## src/rtl/phyreg_pkg.sv

```systemverilog
package phyreg_pkg;

    localparam int PR_ADDR_W = 16;
    localparam int PR_DATA_W = 16;
    localparam int PR_PHY_W  = 4;

    // lane configuration register placement
    localparam logic [PR_ADDR_W-1:0] LANE_CFG_BASE   = 16'h1008;
    localparam logic [PR_ADDR_W-1:0] LANE_CFG_STRIDE = 16'h0100;

    // lane configuration word bit positions
    localparam int LB_CDR_TRACK = 0;
    localparam int LB_LOS_LEVEL = 5;
    localparam int LB_TERM_ON   = 9;
    localparam int LB_TERM_ACDC = 10;
    localparam int LB_LANE_ON   = 11;

    typedef struct packed {
        logic                 write;
        logic [PR_PHY_W-1:0]  phy;
        logic [PR_ADDR_W-1:0] addr;
        logic [PR_DATA_W-1:0] wdata;
    } phy_op_t;

    typedef enum logic [2:0] {
        ENG_IDLE, ENG_SETTLE, ENG_RAISE, ENG_WAIT_HI, ENG_WAIT_LO, ENG_DONE
    } eng_state_t;

    typedef enum logic [1:0] {
        SEQ_IDLE, SEQ_ISSUE, SEQ_WAIT
    } seq_state_t;

    function automatic logic [PR_DATA_W-1:0] lane_cfg_word();
        logic [PR_DATA_W-1:0] w;
        w = '0;
        w[LB_CDR_TRACK] = 1'b1;
        w[LB_LOS_LEVEL] = 1'b1;
        w[LB_TERM_ON]   = 1'b1;
        w[LB_TERM_ACDC] = 1'b1;
        w[LB_LANE_ON]   = 1'b1;
        return w;
    endfunction

    function automatic logic [PR_ADDR_W-1:0] lane_cfg_addr(input int unsigned lane);
        return PR_ADDR_W'(LANE_CFG_BASE + PR_ADDR_W'(lane) * LANE_CFG_STRIDE);
    endfunction

    function automatic int us_to_cycles(input int hz, input int us);
        int c;
        c = (hz / 1_000_000) * us;
        return (c < 1) ? 1 : c;
    endfunction

endpackage

```

## src/rtl/phyreg_poll_timer.sv

```systemverilog
module phyreg_poll_timer #(
    parameter int PERIOD = 1000,
    parameter int POLLS  = 10
) (
    input  logic clk,
    input  logic rst,
    input  logic clr,
    output logic poll_now,
    output logic exhausted
);
    localparam int CW = (PERIOD > 1) ? $clog2(PERIOD) : 1;
    localparam int NW = $clog2(POLLS + 1);

    logic [CW-1:0] cyc;
    logic [NW-1:0] cnt;

    always_ff @(posedge clk) begin
        if (rst || clr) begin
            cyc <= '0;
            cnt <= '0;
        end else if (cyc == CW'(PERIOD - 1)) begin
            cyc <= '0;
            if (cnt != NW'(POLLS)) cnt <= cnt + 1'b1;
        end else begin
            cyc <= cyc + 1'b1;
        end
    end

    assign poll_now  = (cyc == '0) && (cnt != NW'(POLLS));
    assign exhausted = (cyc == '0) && (cnt == NW'(POLLS));
endmodule

```

## src/rtl/phyreg_hs_engine.sv

```systemverilog
module phyreg_hs_engine
    import phyreg_pkg::*;
#(
    parameter int NPHY       = 2,
    parameter int SETTLE_CYC = 100
) (
    input  logic                      clk,
    input  logic                      rst,
    input  logic                      req,
    input  phy_op_t                   req_op,
    input  logic                      poll_now,
    input  logic                      exhausted,
    output logic                      tmr_clr,
    output logic                      busy,
    output logic                      done,
    output logic                      err,
    output logic [PR_DATA_W-1:0]      rdata,
    output logic [NPHY-1:0]           phy_sel,
    output logic [NPHY*PR_ADDR_W-1:0] phy_addr,
    output logic [NPHY*PR_DATA_W-1:0] phy_wdata,
    output logic [NPHY-1:0]           phy_wen,
    output logic [NPHY-1:0]           phy_ren,
    input  logic [NPHY*PR_DATA_W-1:0] phy_rdata,
    input  logic [NPHY-1:0]           phy_ack
);
    localparam int PW = (NPHY > 1) ? $clog2(NPHY) : 1;
    localparam int SW = $clog2(SETTLE_CYC + 1);

    eng_state_t           state;
    phy_op_t              cur;
    logic                 sel_on, en_wr, en_rd;
    logic [SW-1:0]        settle_cnt;
    logic [PR_DATA_W-1:0] rd_arr [NPHY];
    logic                 ack_sel, ack_hit;

    generate
        for (genvar p = 0; p < NPHY; p++) begin : g_phy
            logic hit;
            assign hit = (cur.phy == PR_PHY_W'(p));
            assign phy_sel[p] = sel_on;
            assign phy_wen[p] = en_wr && hit;
            assign phy_ren[p] = en_rd && hit;
            assign phy_addr[p*PR_ADDR_W +: PR_ADDR_W]  = hit ? cur.addr  : '0;
            assign phy_wdata[p*PR_DATA_W +: PR_DATA_W] = hit ? cur.wdata : '0;
            assign rd_arr[p] = phy_rdata[p*PR_DATA_W +: PR_DATA_W];
        end
    endgenerate

    assign ack_sel = phy_ack[cur.phy[PW-1:0]];
    assign ack_hit = (state == ENG_WAIT_HI) && !exhausted && poll_now && ack_sel;
    assign tmr_clr = (state == ENG_RAISE) || ack_hit;
    assign busy    = (state != ENG_IDLE);
    assign done    = (state == ENG_DONE);

    always_ff @(posedge clk) begin
        if (rst) begin
            state      <= ENG_IDLE;
            cur        <= '0;
            sel_on     <= 1'b0;
            en_wr      <= 1'b0;
            en_rd      <= 1'b0;
            settle_cnt <= '0;
            rdata      <= '0;
            err        <= 1'b0;
        end else begin
            case (state)
                ENG_IDLE: if (req) begin
                    cur <= req_op;
                    err <= 1'b0;
                    if (sel_on) begin
                        state <= ENG_RAISE;
                    end else begin
                        sel_on     <= 1'b1;
                        settle_cnt <= '0;
                        state      <= ENG_SETTLE;
                    end
                end
                ENG_SETTLE: begin
                    if (settle_cnt == SW'(SETTLE_CYC - 1)) state <= ENG_RAISE;
                    else settle_cnt <= settle_cnt + 1'b1;
                end
                ENG_RAISE: begin
                    en_wr <= cur.write;
                    en_rd <= !cur.write;
                    state <= ENG_WAIT_HI;
                end
                ENG_WAIT_HI: begin
                    if (exhausted) begin
                        en_wr <= 1'b0;
                        en_rd <= 1'b0;
                        err   <= 1'b1;
                        state <= ENG_DONE;
                    end else if (ack_hit) begin
                        if (!cur.write) rdata <= rd_arr[cur.phy[PW-1:0]];
                        en_wr <= 1'b0;
                        en_rd <= 1'b0;
                        state <= ENG_WAIT_LO;
                    end
                end
                ENG_WAIT_LO: begin
                    if (exhausted) begin
                        err   <= 1'b1;
                        state <= ENG_DONE;
                    end else if (poll_now && !ack_sel) begin
                        state <= ENG_DONE;
                    end
                end
                default: state <= ENG_IDLE;
            endcase
        end
    end
endmodule

```

## src/rtl/phyreg_lane_seq.sv

```systemverilog
module phyreg_lane_seq
    import phyreg_pkg::*;
#(
    parameter int NPHY  = 2,
    parameter int LANES = 4
) (
    input  logic    clk,
    input  logic    rst,
    input  logic    start,
    input  logic    op_done,
    input  logic    op_err,
    output logic    active,
    output logic    req,
    output phy_op_t req_op,
    output logic    finish
);
    localparam int LW = (LANES > 1) ? $clog2(LANES) : 1;

    seq_state_t          state;
    logic [PR_PHY_W-1:0] phy_i;
    logic [LW-1:0]       lane_i;
    logic                last_lane, last;

    assign last_lane = (lane_i == LW'(LANES - 1));
    assign last      = last_lane && (phy_i == PR_PHY_W'(NPHY - 1));
    assign active    = (state != SEQ_IDLE);
    assign req       = (state == SEQ_ISSUE);
    assign finish    = (state == SEQ_WAIT) && op_done && (op_err || last);

    always_comb begin
        req_op.write = 1'b1;
        req_op.phy   = phy_i;
        req_op.addr  = lane_cfg_addr(int'(lane_i));
        req_op.wdata = lane_cfg_word();
    end

    always_ff @(posedge clk) begin
        if (rst) begin
            state  <= SEQ_IDLE;
            phy_i  <= '0;
            lane_i <= '0;
        end else begin
            case (state)
                SEQ_IDLE: if (start) begin
                    phy_i  <= '0;
                    lane_i <= '0;
                    state  <= SEQ_ISSUE;
                end
                SEQ_ISSUE: state <= SEQ_WAIT;
                SEQ_WAIT: if (op_done) begin
                    if (op_err || last) begin
                        state <= SEQ_IDLE;
                    end else begin
                        state <= SEQ_ISSUE;
                        if (last_lane) begin
                            lane_i <= '0;
                            phy_i  <= phy_i + 1'b1;
                        end else begin
                            lane_i <= lane_i + 1'b1;
                        end
                    end
                end
                default: state <= SEQ_IDLE;
            endcase
        end
    end
endmodule

```

## src/rtl/phyreg_master.sv

```systemverilog
module phyreg_master
    import phyreg_pkg::*;
#(
    parameter int NPHY      = 2,
    parameter int LANES     = 4,
    parameter int CLK_HZ    = 100_000_000,
    parameter int POLL_US   = 10,
    parameter int SETTLE_US = 1,
    parameter int MAX_POLLS = 10,
    parameter int INIT_EN   = 1
) (
    input  logic                                  clk,
    input  logic                                  rst,
    input  logic                                  cmd_valid,
    input  logic                                  cmd_write,
    input  logic [((NPHY>1)?$clog2(NPHY):1)-1:0]  cmd_phy,
    input  logic [15:0]                           cmd_addr,
    input  logic [15:0]                           cmd_wdata,
    input  logic                                  init_start,
    output logic                                  busy,
    output logic                                  done,
    output logic                                  err,
    output logic [15:0]                           rd_data,
    output logic [NPHY-1:0]                       phy_sel,
    output logic [NPHY*16-1:0]                    phy_addr,
    output logic [NPHY*16-1:0]                    phy_wdata,
    output logic [NPHY-1:0]                       phy_wen,
    output logic [NPHY-1:0]                       phy_ren,
    input  logic [NPHY*16-1:0]                    phy_rdata,
    input  logic [NPHY-1:0]                       phy_ack
);
    localparam int POLL_CYC   = us_to_cycles(CLK_HZ, POLL_US);
    localparam int SETTLE_CYC = us_to_cycles(CLK_HZ, SETTLE_US);

    logic    eng_busy, eng_done, tmr_clr, poll_now, exhausted;
    logic    seq_active, seq_req, seq_finish, idle, cmd_take, eng_req;
    phy_op_t seq_op, cmd_op, eng_op;

    assign idle     = !eng_busy && !seq_active;
    assign cmd_take = idle && cmd_valid && !((INIT_EN != 0) && init_start);
    assign cmd_op   = '{write: cmd_write, phy: PR_PHY_W'(cmd_phy),
                        addr: cmd_addr, wdata: cmd_wdata};
    assign eng_req  = seq_req || cmd_take;
    assign eng_op   = seq_req ? seq_op : cmd_op;
    assign busy     = eng_busy || seq_active;
    assign done     = seq_active ? seq_finish : eng_done;

    phyreg_poll_timer #(.PERIOD(POLL_CYC), .POLLS(MAX_POLLS)) u_timer (
        .clk(clk), .rst(rst), .clr(tmr_clr),
        .poll_now(poll_now), .exhausted(exhausted)
    );

    phyreg_hs_engine #(.NPHY(NPHY), .SETTLE_CYC(SETTLE_CYC)) u_engine (
        .clk(clk), .rst(rst), .req(eng_req), .req_op(eng_op),
        .poll_now(poll_now), .exhausted(exhausted), .tmr_clr(tmr_clr),
        .busy(eng_busy), .done(eng_done), .err(err), .rdata(rd_data),
        .phy_sel(phy_sel), .phy_addr(phy_addr), .phy_wdata(phy_wdata),
        .phy_wen(phy_wen), .phy_ren(phy_ren),
        .phy_rdata(phy_rdata), .phy_ack(phy_ack)
    );

    generate
        if (INIT_EN != 0) begin : g_seq
            phyreg_lane_seq #(.NPHY(NPHY), .LANES(LANES)) u_seq (
                .clk(clk), .rst(rst), .start(idle && init_start),
                .op_done(eng_done), .op_err(err),
                .active(seq_active), .req(seq_req), .req_op(seq_op),
                .finish(seq_finish)
            );
        end else begin : g_noseq
            assign seq_active = 1'b0;
            assign seq_req    = 1'b0;
            assign seq_op     = '0;
            assign seq_finish = 1'b0;
        end
    endgenerate
endmodule

```

## config.mk

```make
export PLATFORM = sky130hd
export DESIGN_NAME = phyreg_master
export DESIGN_NICKNAME = d
export VERILOG_FILES = /design/src/rtl/phyreg_pkg.sv /design/src/rtl/phyreg_poll_timer.sv /design/src/rtl/phyreg_hs_engine.sv /design/src/rtl/phyreg_lane_seq.sv /design/src/rtl/phyreg_master.sv
export SDC_FILE = /design/constraint.sdc
export NUM_CORES = 1
export LEC_CHECK = 0
export BUFFER_PORTS_ARGS = -buffer_cell sky130_fd_sc_hd__buf_2
export CAP_MARGIN = 20
export CORE_MARGIN = 2
export CORE_UTILIZATION = 45
export CTS_CLUSTER_SIZE = 14
export DETAILED_ROUTE_END_ITERATION = 16
export GPL_TIMING_DRIVEN = 0
export PLACE_DENSITY = 0.78
export SETUP_SLACK_MARGIN = 0.05
export SYNTH_ARGS = -nofsm -noshare
export SYNTH_HDL_FRONTEND = slang
export SYNTH_SLANG_ARGS = --single-unit
```

## constraint.sdc

```tcl
create_clock -name clk -period 2.55 [get_ports clk]
set_clock_uncertainty 0.1 [all_clocks]
set_input_delay 0.51 -clock clk [delete_from_list [all_inputs] [get_ports clk]]
set_output_delay 0.51 -clock clk [all_outputs]
set_load 0.02 [all_outputs]
```

==> results of run 1 <==
metrics by stage:
stage	cells	utilization, %
6_report	845	59.0
5_1_grt	845	59.0
4_1_cts	841	58.6
3_5_place_dp	825	56.2
3_3_place_gp	823	56.0
2_1_floorplan	531	-
flip-flops by register name, summed over array words and instances (netlist names), 3 cells and up:
| register | count |
|---|---|
| u_engine.state | 3 |
| u_engine.rdata | 16 |
| u_timer.cnt | 4 |
| u_engine.cur | 37 |
| u_timer.cyc | 10 |
| g_seq.u_seq.phy_i | 4 |
| u_engine.settle_cnt | 7 |
cell usage after synthesis, types with 11 or more instances:
cell | count | share of area (%)
mux2i_1 | 24 | 5.3
nand2_1 | 41 | 3.4
dfxtp_1 | 89 | 39
clkbuf_1 | 23 | 1.9
inv_1 | 11 | 0.92
nand3_1 | 32 | 3.5
a211oi_2 | 14 | 3.9
nor3_1 | 29 | 3.2
and2_1 | 71 | 9.8
xnor2_1 | 12 | 2.3
nor2_1 | 57 | 4.7
a21oi_1 | 35 | 3.9
placed cells by master, fill, tap and decap left out, types with 2 or more instances in the layout:
cell type   count
buf_2         166
dfxtp_1        89
and2_1         71
nor2_1         57
nand2_1        41
a21oi_1        35
nand3_1        32
nor3_1         29
mux2i_1        24
clkbuf_1       19
a211oi_2       14
xnor2_1        12
inv_1          11
buf_4          11
a211oi_1        9
clkbuf_8        9
ha_1            8
xor2_1          6
nand4_1         5
nand3b_1        4
a22oi_1         4
buf_6           3
nor4_4          3
clkbuf_2        3
o21ai_0         3
nand2b_1        3
a2111oi_0       3
a31oi_1         3
nor4b_4         2
clkbuf_4        2
nor2b_1         2
o21bai_1        2
a21o_1          2
and3_1          2
inv_6           2
clkinvlp_4      2
metal layers:
layer / track usage [%] / vias to the layer above
met5: 0 / -
met4: 6.85 / 0
met3: 5.76 / 17
met2: 38.6 / 176
met1: 27.8 / 2049
li1: - / 2171
kinds of logic (layout without fill, tap and decap cells):
| logic type | count (synthesis) | after routing | synth area share, % |
|---|---|---|---|
| and+or+nand+nor | 260 | 260 | 30.6 |
| DFF | 89 | 89 | 39.5 |
| adders and majority gates | 8 | 8 | 2.22 |
| AOI/OAI and AO/OA | 82 | 82 | 13.7 |
| muxes | 25 | 25 | 5.57 |
| buffers and inverters | 49 | 230 | 4.96 |
| xor gates and xnor gates | 18 | 18 | 3.49 |
worst reg2reg max path, cell delays in order (launching register included):
cell	delay, ns
dfxtp_1	0.37
inv_1	0.08
ha_1	0.19
nand3b_1	0.25
nand2_1	0.20
nor4_4	0.48
buf_6	0.22
nor2_1	0.06
a211oi_2	0.17
power breakdown:
group          leakage, nW  internal, mW  switching, mW
logic                 1.75         0.757           1.19
registers            0.723          1.58          0.180
clock network       0.0906         0.461          0.520
total                 2.56          2.79           1.89
cell type report:
type                    count  area share (%)
multi-input cells         393            44.1
flip-flops and latches     89            30.9
repair buffers            166            14.7
plain buffers              36            3.38
well taps                 133            2.88
clock buffers              11            2.28
clock inverters             5            1.08
inverters                  12           0.781
how the worst min path moves through the flow:
stage / to / from / slack (ns) / cells after the start
floorplan: u_timer.cyc[0] / u_timer.cyc[0] / 0.34 / 1
finish: u_engine.cur[7] / cmd_wdata[7] / 0.28 / 3
detailed placement: u_engine.cur[20] / u_engine.cur[20] / 0.37 / 2
global placement: u_engine.cur[31] / u_engine.cur[31] / 0.36 / 2
global route: u_engine.cur[18] / cmd_addr[2] / 0.27 / 3
CTS: u_engine.cur[7] / cmd_wdata[7] / 0.28 / 3
repair_timing:
| action | in CTS | in global routing |
|---|---|---|
| gates resized for setup | 15 | 3 |
| setup buffers | 1 | 4 |
| setup endpoints to repair | 68 | 35 |
==> results.cfg, run 1 <==
[status]
status = finished clean

[routing]
met3WireLength_um = 840
drt_iter0_drc = 217
routed_wl_mm = 12.6
vias = 4413
wl_per_cell_um = 14.9
routed.top_layer = met4
route.met2.wl_mm = 6.22
drc = 0
met1_length_mm = 5.33
final_antenna_net_count = 0
dr.pass1.iters = 5
via_per_inst = 5.22

[setup_path]
worst-path-stages = 5
worstPathArrival_ns = 1.78
r2r-end = u_engine.rdata[11]
worstSetupEndpointType = primary output
r2r_cells = 8
r2r_setup_slack_ns = 0.36
path_cells = buf_6 > nor4_4 > clkbuf_2 > and2_1 > buf_2
crit_family = buffers and inverters
crit_end = phy_wdata[14]
cp.required_ns = 1.94
cpMaxStageDelayCell = nor4_4
cp_max_fo = 10
path_class = flip-flop to primary output
critical_path.max_stage_delay_ns = 0.36
worstSetupStartpointType = flip-flop
crit_buf_inv = 3
crit_start = u_engine.cur[32]
worstReg2RegStart = u_timer.cnt[0]

[timing]
final.setup.tns_ns = 0
drv_slew = 0
setup_viol = 0
finalHoldViolCount = 0
tightest_slew_ns = 0.729
rsz0062_at_grt = false
layout_min_cycle_time_ns = 2.39
fin_hold_ws_ns = 0.283
fin_crit_sh_pct = 93.6
max_slew_margin_pct = 51.4
fmax_ghz = 0.419
setup_ws_ns = 0.163

[placed_design]
place.gp.congestion = 0.892
place_area_mm2 = 0.00549
dp_slack_ns = -0.394
dp_hpwl_mm = 9.52
numPortBuffers = 159

[synthesis]
synth_ff_type = dfxtp_1
async_reset_ff_share_pct = 0
mappedNetlistNets = 611
yosysUniqueCellTypes = 51
yosysSeqAreaShare_pct = 39.5
ys_seq_elements = 89
netlist_area_mm2 = 0.00451
syn_area_per_cell_um2 = 8.50
yosys_warnings = 0
synth_edf_count = 0
synth_cells = 531

[clocking]
ctsHtreeMaxLevel = 3
cts_hold_buf = 0
cts_max_path_buffers = 2
cts_tree = done
clkLatencyLatePin_ns = 0.36
cts-root-buf = clkbuf_8
clk_pin_slew_ns = 0.09
cts-buffers-inserted = 9
clock-sinks = 89

[pwr]
p_leak_nw = 2.56
powerDensity_mw_per_mm2 = 812
max-vdd-ir-drop_mv = 0.481
finalPower_mw = 4.68

[cells_and_area]
drive_gt1_share_pct = 31.7
fin_area_mm2 = 0.00577
antenna_cells = 0
fin_nets = 787
area.growth.synth_to_final_pct = 27.9
regArea_mm2 = 0.00178
multi_input_area_mm2 = 0.00254
n_fill_cell = 880

[floorplan]
dieHeight_um = 104
placeableCoreArea_mm2 = 0.00977
io_pins = 161
dieWidth_um = 104
initial_utilization_pct = 46.2
dieArea_mm2 = 0.0108
fp-row-count = 36

[grt]
grt.total_usage_pct = 22.5
grt_max_degree = 16
grt_overflow = 0
grt_pass1_wl_mm = 20.3
grt_antenna_before_repair = 0
grt_pass1_vias = 4261

[worst_hold_path]
min_path_type = input port to flip-flop

[flow_run]
maxCapViolations = 0
(Power assumes the default switching activity.)
==> run 2, diff against run 1 <==
--- a/config.mk
+++ b/config.mk
@@ -8,11 +8,11 @@
 export BUFFER_PORTS_ARGS = -buffer_cell sky130_fd_sc_hd__buf_2
 export CAP_MARGIN = 20
 export CORE_MARGIN = 2
-export CORE_UTILIZATION = 45
+export CORE_UTILIZATION = 23
 export CTS_CLUSTER_SIZE = 14
 export DETAILED_ROUTE_END_ITERATION = 16
 export GPL_TIMING_DRIVEN = 0
-export PLACE_DENSITY = 0.78
+export PLACE_DENSITY = 0.48
 export SETUP_SLACK_MARGIN = 0.05
 export SYNTH_ARGS = -nofsm -noshare
 export SYNTH_HDL_FRONTEND = slang
==> run 2 against run 1 <==
Net effect:
- setup slack got worse by 0.036 ns
- combinational power barely moved
- design area rose by 5.2%
- fmax fell by 1.5%
- sequential power barely moved
- total power rose by 10%
- critical path depth rose by 1
- wire length rose by 8.5%
- core utilization fell by 28 points
- clock-buffer cell count rose by 2
- global-route usage fell by 9.5 points
- flip-flop and latch count did not move
- largest cell class unchanged
==> results.cfg, run 2 (synthesis gave the netlist of run 1 again) <==
[routing]
wl_per_cell_um = 14.0
dr.pass1.iters = 4
vias = 4244
drt_iter0_drc = 140
drc = 0
via_per_inst = 4.34
routed_wl_mm = 13.7
final_antenna_net_count = 0

[timing]
tightest_slew_ns = 0.733
layout_min_cycle_time_ns = 2.42
max_slew_margin_pct = 51.1
fin_crit_sh_pct = 95.0
finalHoldViolCount = 0
rsz0062_at_grt = true
fmax_ghz = 0.413
setup_viol = 0
drv_slew = 0

[placed_design]
place.gp.congestion = 0.774
dp_hpwl_mm = 10.4
place_area_mm2 = 0.00565
numPortBuffers = 159

[setup_path]
r2r_cells = 8
cp_max_fo = 10
worstPathArrival_ns = 1.81
cp.required_ns = 1.94
r2r_setup_slack_ns = 0.33
worstReg2RegStart = u_timer.cnt[0]
r2r-end = u_engine.rdata[12]
path_class = flip-flop to primary output
worstSetupEndpointType = primary output
worstSetupStartpointType = flip-flop

[clocking]
ctsHtreeMaxLevel = 3
cts_tree = done
clkLatencyLatePin_ns = 0.34
cts-buffers-inserted = 9
cts-root-buf = clkbuf_16
clk_pin_slew_ns = 0.07
cts_max_path_buffers = 2
clock-sinks = 89
cts_hold_buf = 0

[floorplan]
placeableCoreArea_mm2 = 0.0193
io_pins = 161
dieArea_mm2 = 0.0208
dieHeight_um = 144
fp-row-count = 51
dieWidth_um = 144
initial_utilization_pct = 23.3

[cells_and_area]
drive_gt1_share_pct = 32.0
largest_reg_flops = 37
antenna_cells = 0
area.growth.synth_to_final_pct = 34.6
largest-register = u_engine.cur
final_common_cell = buf_2
fin_nets = 788
top_regs = u_engine.cur (37), u_engine.rdata (16), u_timer.cyc (10)
layout_common_cells = buf_2 (165), dfxtp_1 (89), and2_1 (71)
fin_area_mm2 = 0.00607

[grt]
grt_antenna_before_repair = 0
grt_overflow = 0
grt_pass1_wl_mm = 21.0
grt_pass1_vias = 4029
grt.total_usage_pct = 13.0
grt_max_degree = 15

[pwr]
finalPower_mw = 5.16
p_leak_nw = 2.64
powerDensity_mw_per_mm2 = 850
max-vdd-ir-drop_mv = 0.418

[worst_hold_path]
min_path_type = input port to flip-flop
min_from = cmd_wdata[8]
hold_end = u_engine.cur[8]
min_delay_path_depth = 3

[status]
status = finished clean

[flow_run]
maxCapViolations = 0
-- run 2: per-stage QoR --
step                      TNS (ns)  utilization (%)  setup slack, ns  hold WS (ns)  instances
after floorplan                  0                -            0.348         0.344        531
after global routing             0             31.4           0.0273         0.290        978
after global placement      -44.64             29.2           -0.900         0.366        955
after detailed placement    -12.54             29.2           -0.414         0.367        956
final                            0             31.4            0.127         0.298        978
after CTS                        0             31.3           0.0554         0.284        975
-- run 2: worst max-delay path by stage --
stage                                start      endpoint  slack (ns)
final                     u_engine.cur[32]   phy_addr[2]        0.13
after global routing      u_engine.cur[32]  phy_wdata[4]        0.03
after CTS                 u_engine.cur[32]  phy_addr[18]        0.06
after detailed placement  u_engine.cur[32]  phy_addr[25]       -0.41
after global placement    u_engine.cur[32]  phy_addr[25]       -0.90
after floorplan           u_engine.cur[32]  phy_addr[16]        0.35
-- run 2: critical path: stages (launching register included) --
cell and delay [ns]:
dfxtp_1 0.32, buf_6 0.13, nor4_4 0.32, buf_4 0.17, clkbuf_2 0.20, and2_1 0.16, buf_2 0.16
-- run 2: repair_timing --
| action | CTS | global route |
|---|---|---|
| pin swaps | 1 | 1 |
| gates cloned | 0 | 0 |
| resized for setup | 13 | 5 |
| hold endpoints to repair | 0 | 0 |
| setup endpoints to repair | 68 | 50 |
| setup buffers | 3 | 4 |
-- run 2: per-layer routing --
metal | vias to the layer above | GRT usage (%) | wire (µm)
met5 | - | 0 | 0
met4 | 0 | 4.49 | 211
met3 | 12 | 3.05 | 666
met2 | 108 | 21.5 | 6450
met1 | 1950 | 16.6 | 6330
li1 | 2174 | - | -
-- run 2: layout make-up --
type                            instances  area, µm²
Inverter                               12       45.0
Sequential cell                        89       1780
Multi-Input combinational cell        393       2540
Buffer                                 36        193
Clock inverter                          3       46.3
Tap cell                              265        332
Timing Repair Buffer                  167        860
Fill cell                            2089      13300
Clock buffer                           13        280
-- run 2: where the power goes --
part	switching, mW	total, mW	leakage [nW]	internal, mW
Sequential	0.178	1.76	0.723	1.58
Combinational	1.21	1.97	1.76	0.764
Clock	0.566	1.43	0.158	0.869
==> run 3, diff against run 2 <==
==> constraint.sdc (replaced) <==
create_clock -name clk -period 2.55 [get_ports clk]
set_clock_uncertainty 0.1 [all_clocks]
set_input_delay 0.3825 -clock clk [delete_from_list [all_inputs] [get_ports clk]]
set_output_delay 0.3825 -clock clk [all_outputs]
set_load 0.02 [all_outputs]
==> run 3 against run 2 <==
Net effect:
- core utilization fell by 0.17 points
- fmax rose by 2.4%
- wire length barely moved
- setup slack improved by 0.056 ns
- critical endpoint is now phy_addr[18]
- via count rose by 0.47%
- sequential share of layout area rose by 0.16 points
- die area did not move
- combinational power fell by 2%
- clock-buffer cell count did not move
- largest power group unchanged
- largest cell class unchanged
- worst hold slack got worse by 0.13 ns
==> results.cfg, run 3 (synthesis gave the netlist of run 1 again) <==
[pwr]
p_int_mw = 3.17
p_sw_share_pct = 38.0
p_leak_nw = 2.62
powerDensity_mw_per_mm2 = 848
power_frac_clock_pct = 28.1
comb_power_share_pct = 37.7
max-vdd-ir-drop_mv = 0.417
finalPower_mw = 5.12
switchingPower_mw = 1.95
seq_power_share_pct = 34.2

[setup_path]
cp.required_ns = 2.07
critical_path.max_stage_delay_ns = 0.33
r2r_cells = 8
worst-path-stages = 6
worstSetupStartpointType = flip-flop
cpMaxStageDelayCell = dfxtp_1
path_cells = buf_4 > nor4b_4 > buf_4 > buf_2 > and2_1 > buf_2
worstSetupEndpointType = primary output
crit_buf_inv = 4
path_class = flip-flop to primary output
cp_max_fo = 10
worstPathArrival_ns = 1.88
crit_family = buffers and inverters

[grt]
grt_pass1_vias = 4029
grt_pass1_wl_mm = 21.0
grt_antenna_before_repair = 0
grt.total_usage_pct = 13.0
grt_max_degree = 15
grt_overflow = 0

[cells_and_area]
antenna_cells = 0
layout_common_cells = buf_2 (166), dfxtp_1 (89), and2_1 (71)
area.growth.synth_to_final_pct = 33.9
n_fill_cell = 2089
final_common_cell = buf_2
multi_input_area_mm2 = 0.00254
top_regs = u_engine.cur (37), u_engine.rdata (16), u_timer.cyc (10)
fin_nets = 785
fin_area_mm2 = 0.00604
largest-register = u_engine.cur
drive_gt1_share_pct = 31.7
largest_reg_flops = 37
final_cell_count_no_fill = 975
regArea_mm2 = 0.00178

[clocking]
cts_hold_buf = 0
cts_max_path_buffers = 2
ctsHtreeMaxLevel = 3
cts_tree = done
clock-sinks = 89
clkLatencyLatePin_ns = 0.34
cts-buffers-inserted = 9
cts-root-buf = clkbuf_16
clk_pin_slew_ns = 0.07

[placed_design]
numPortBuffers = 159
place_area_mm2 = 0.00565
place.gp.congestion = 0.774
placedCellCount = 956
dp_hpwl_mm = 10.4

[floorplan]
dieArea_mm2 = 0.0208
placeableCoreArea_mm2 = 0.0193
initial_utilization_pct = 23.3
fp-row-count = 51
dieHeight_um = 144
dieWidth_um = 144
io_pins = 161

[routing]
vias = 4264
final_antenna_net_count = 0
dr.pass1.iters = 4
via_per_inst = 4.37
drc = 0
wl_per_cell_um = 14.0
routed_wl_mm = 13.7
drt_iter0_drc = 140

[worst_hold_path]
min_path_type = input port to flip-flop
min_delay_path_depth = 3

[timing]
rsz0062_at_grt = false
tightest_slew_ns = 0.737
setup_viol = 0
fin_hold_ws_ns = 0.169
layout_min_cycle_time_ns = 2.37
max_slew_margin_pct = 50.9
fin_crit_sh_pct = 92.8
drv_slew = 0
finalHoldViolCount = 0
fmax_ghz = 0.422

[flow_run]
maxCapViolations = 0

[status]
status = finished clean
==> run 3: cell types whose count changed in the layout (fill, tap and decap cells not counted), sizes merged <==
cell	before	now
buf	180	177
==> run 3: routing by layer <==
| layer | vias to the layer above | GRT usage (%) | routed length, µm |
|---|---|---|---|
| li1 | 2173 | - | - |
| met1 | 1944 | 16.6 | 6230 |
| met2 | 129 | 21.5 | 6310 |
| met3 | 18 | 3.05 | 834 |
| met4 | 0 | 4.49 | 287 |
| met5 | - | 0 | 0 |
==> run 3: power groups by stage <==
stage / logic (mW) / clock network (mW) / registers [mW]
detailed placement: 1.90 / 0 / 1.78
floorplan: 1.32 / 0 / 1.73
CTS: 1.96 / 1.49 / 1.76
global route: 2.15 / 1.54 / 1.78
global placement: 1.89 / 0 / 1.78
finish: 1.93 / 1.44 / 1.75
==> run 3: layout make-up <==
class	instances	share of cell area, %
plain buffers	37	3.21
flip-flops and latches	89	29.5
clock inverters	3	0.766
repair buffers	163	13.7
multi-input cells	393	42.0
inverters	12	0.746
clock buffers	13	4.64
well taps	265	5.49
==> run 3: final timing paths <==
check | start | end | slack [ns]
worst max-delay path | u_engine.cur[32] | phy_addr[18] | 0.18
worst min-delay path | cmd_addr[5] | u_engine.cur[21] | 0.17
worst max register to register | u_timer.cnt[0] | u_engine.rdata[12] | 0.32
worst min register to register | g_seq.u_seq.lane_i[1] | g_seq.u_seq.lane_i[1] | 0.37
==> run 3: worst reg2reg max path, delay by kind of cell (launching register included) <==
family,cells,cell delay (ns)
buffers and inverters,2,0.30
DFF,1,0.36
AOI/OAI and AO/OA,1,0.18
adders and majority gates,1,0.20
and+or+nand+nor,4,1.00
==> run 3: repair_timing <==
item | 4_1_cts | 5_1_grt
resized for setup | 11 | 5
pin swaps | 0 | 1
endpoints found under the setup margin | 68 | 33
setup buffers | 3 | 0
endpoints found under the hold margin | 0 | 0
==> run 3: per-stage QoR <==
stage               setup TNS [ns]  utilization [%]  setup WS [ns]
floorplan                        0                -          0.476
global placement            -35.97             29.2         -0.772
detailed placement           -7.42             29.2         -0.287
CTS                              0             31.2         0.0779
global route                     0             31.2         0.0503
finish                           0             31.2          0.183
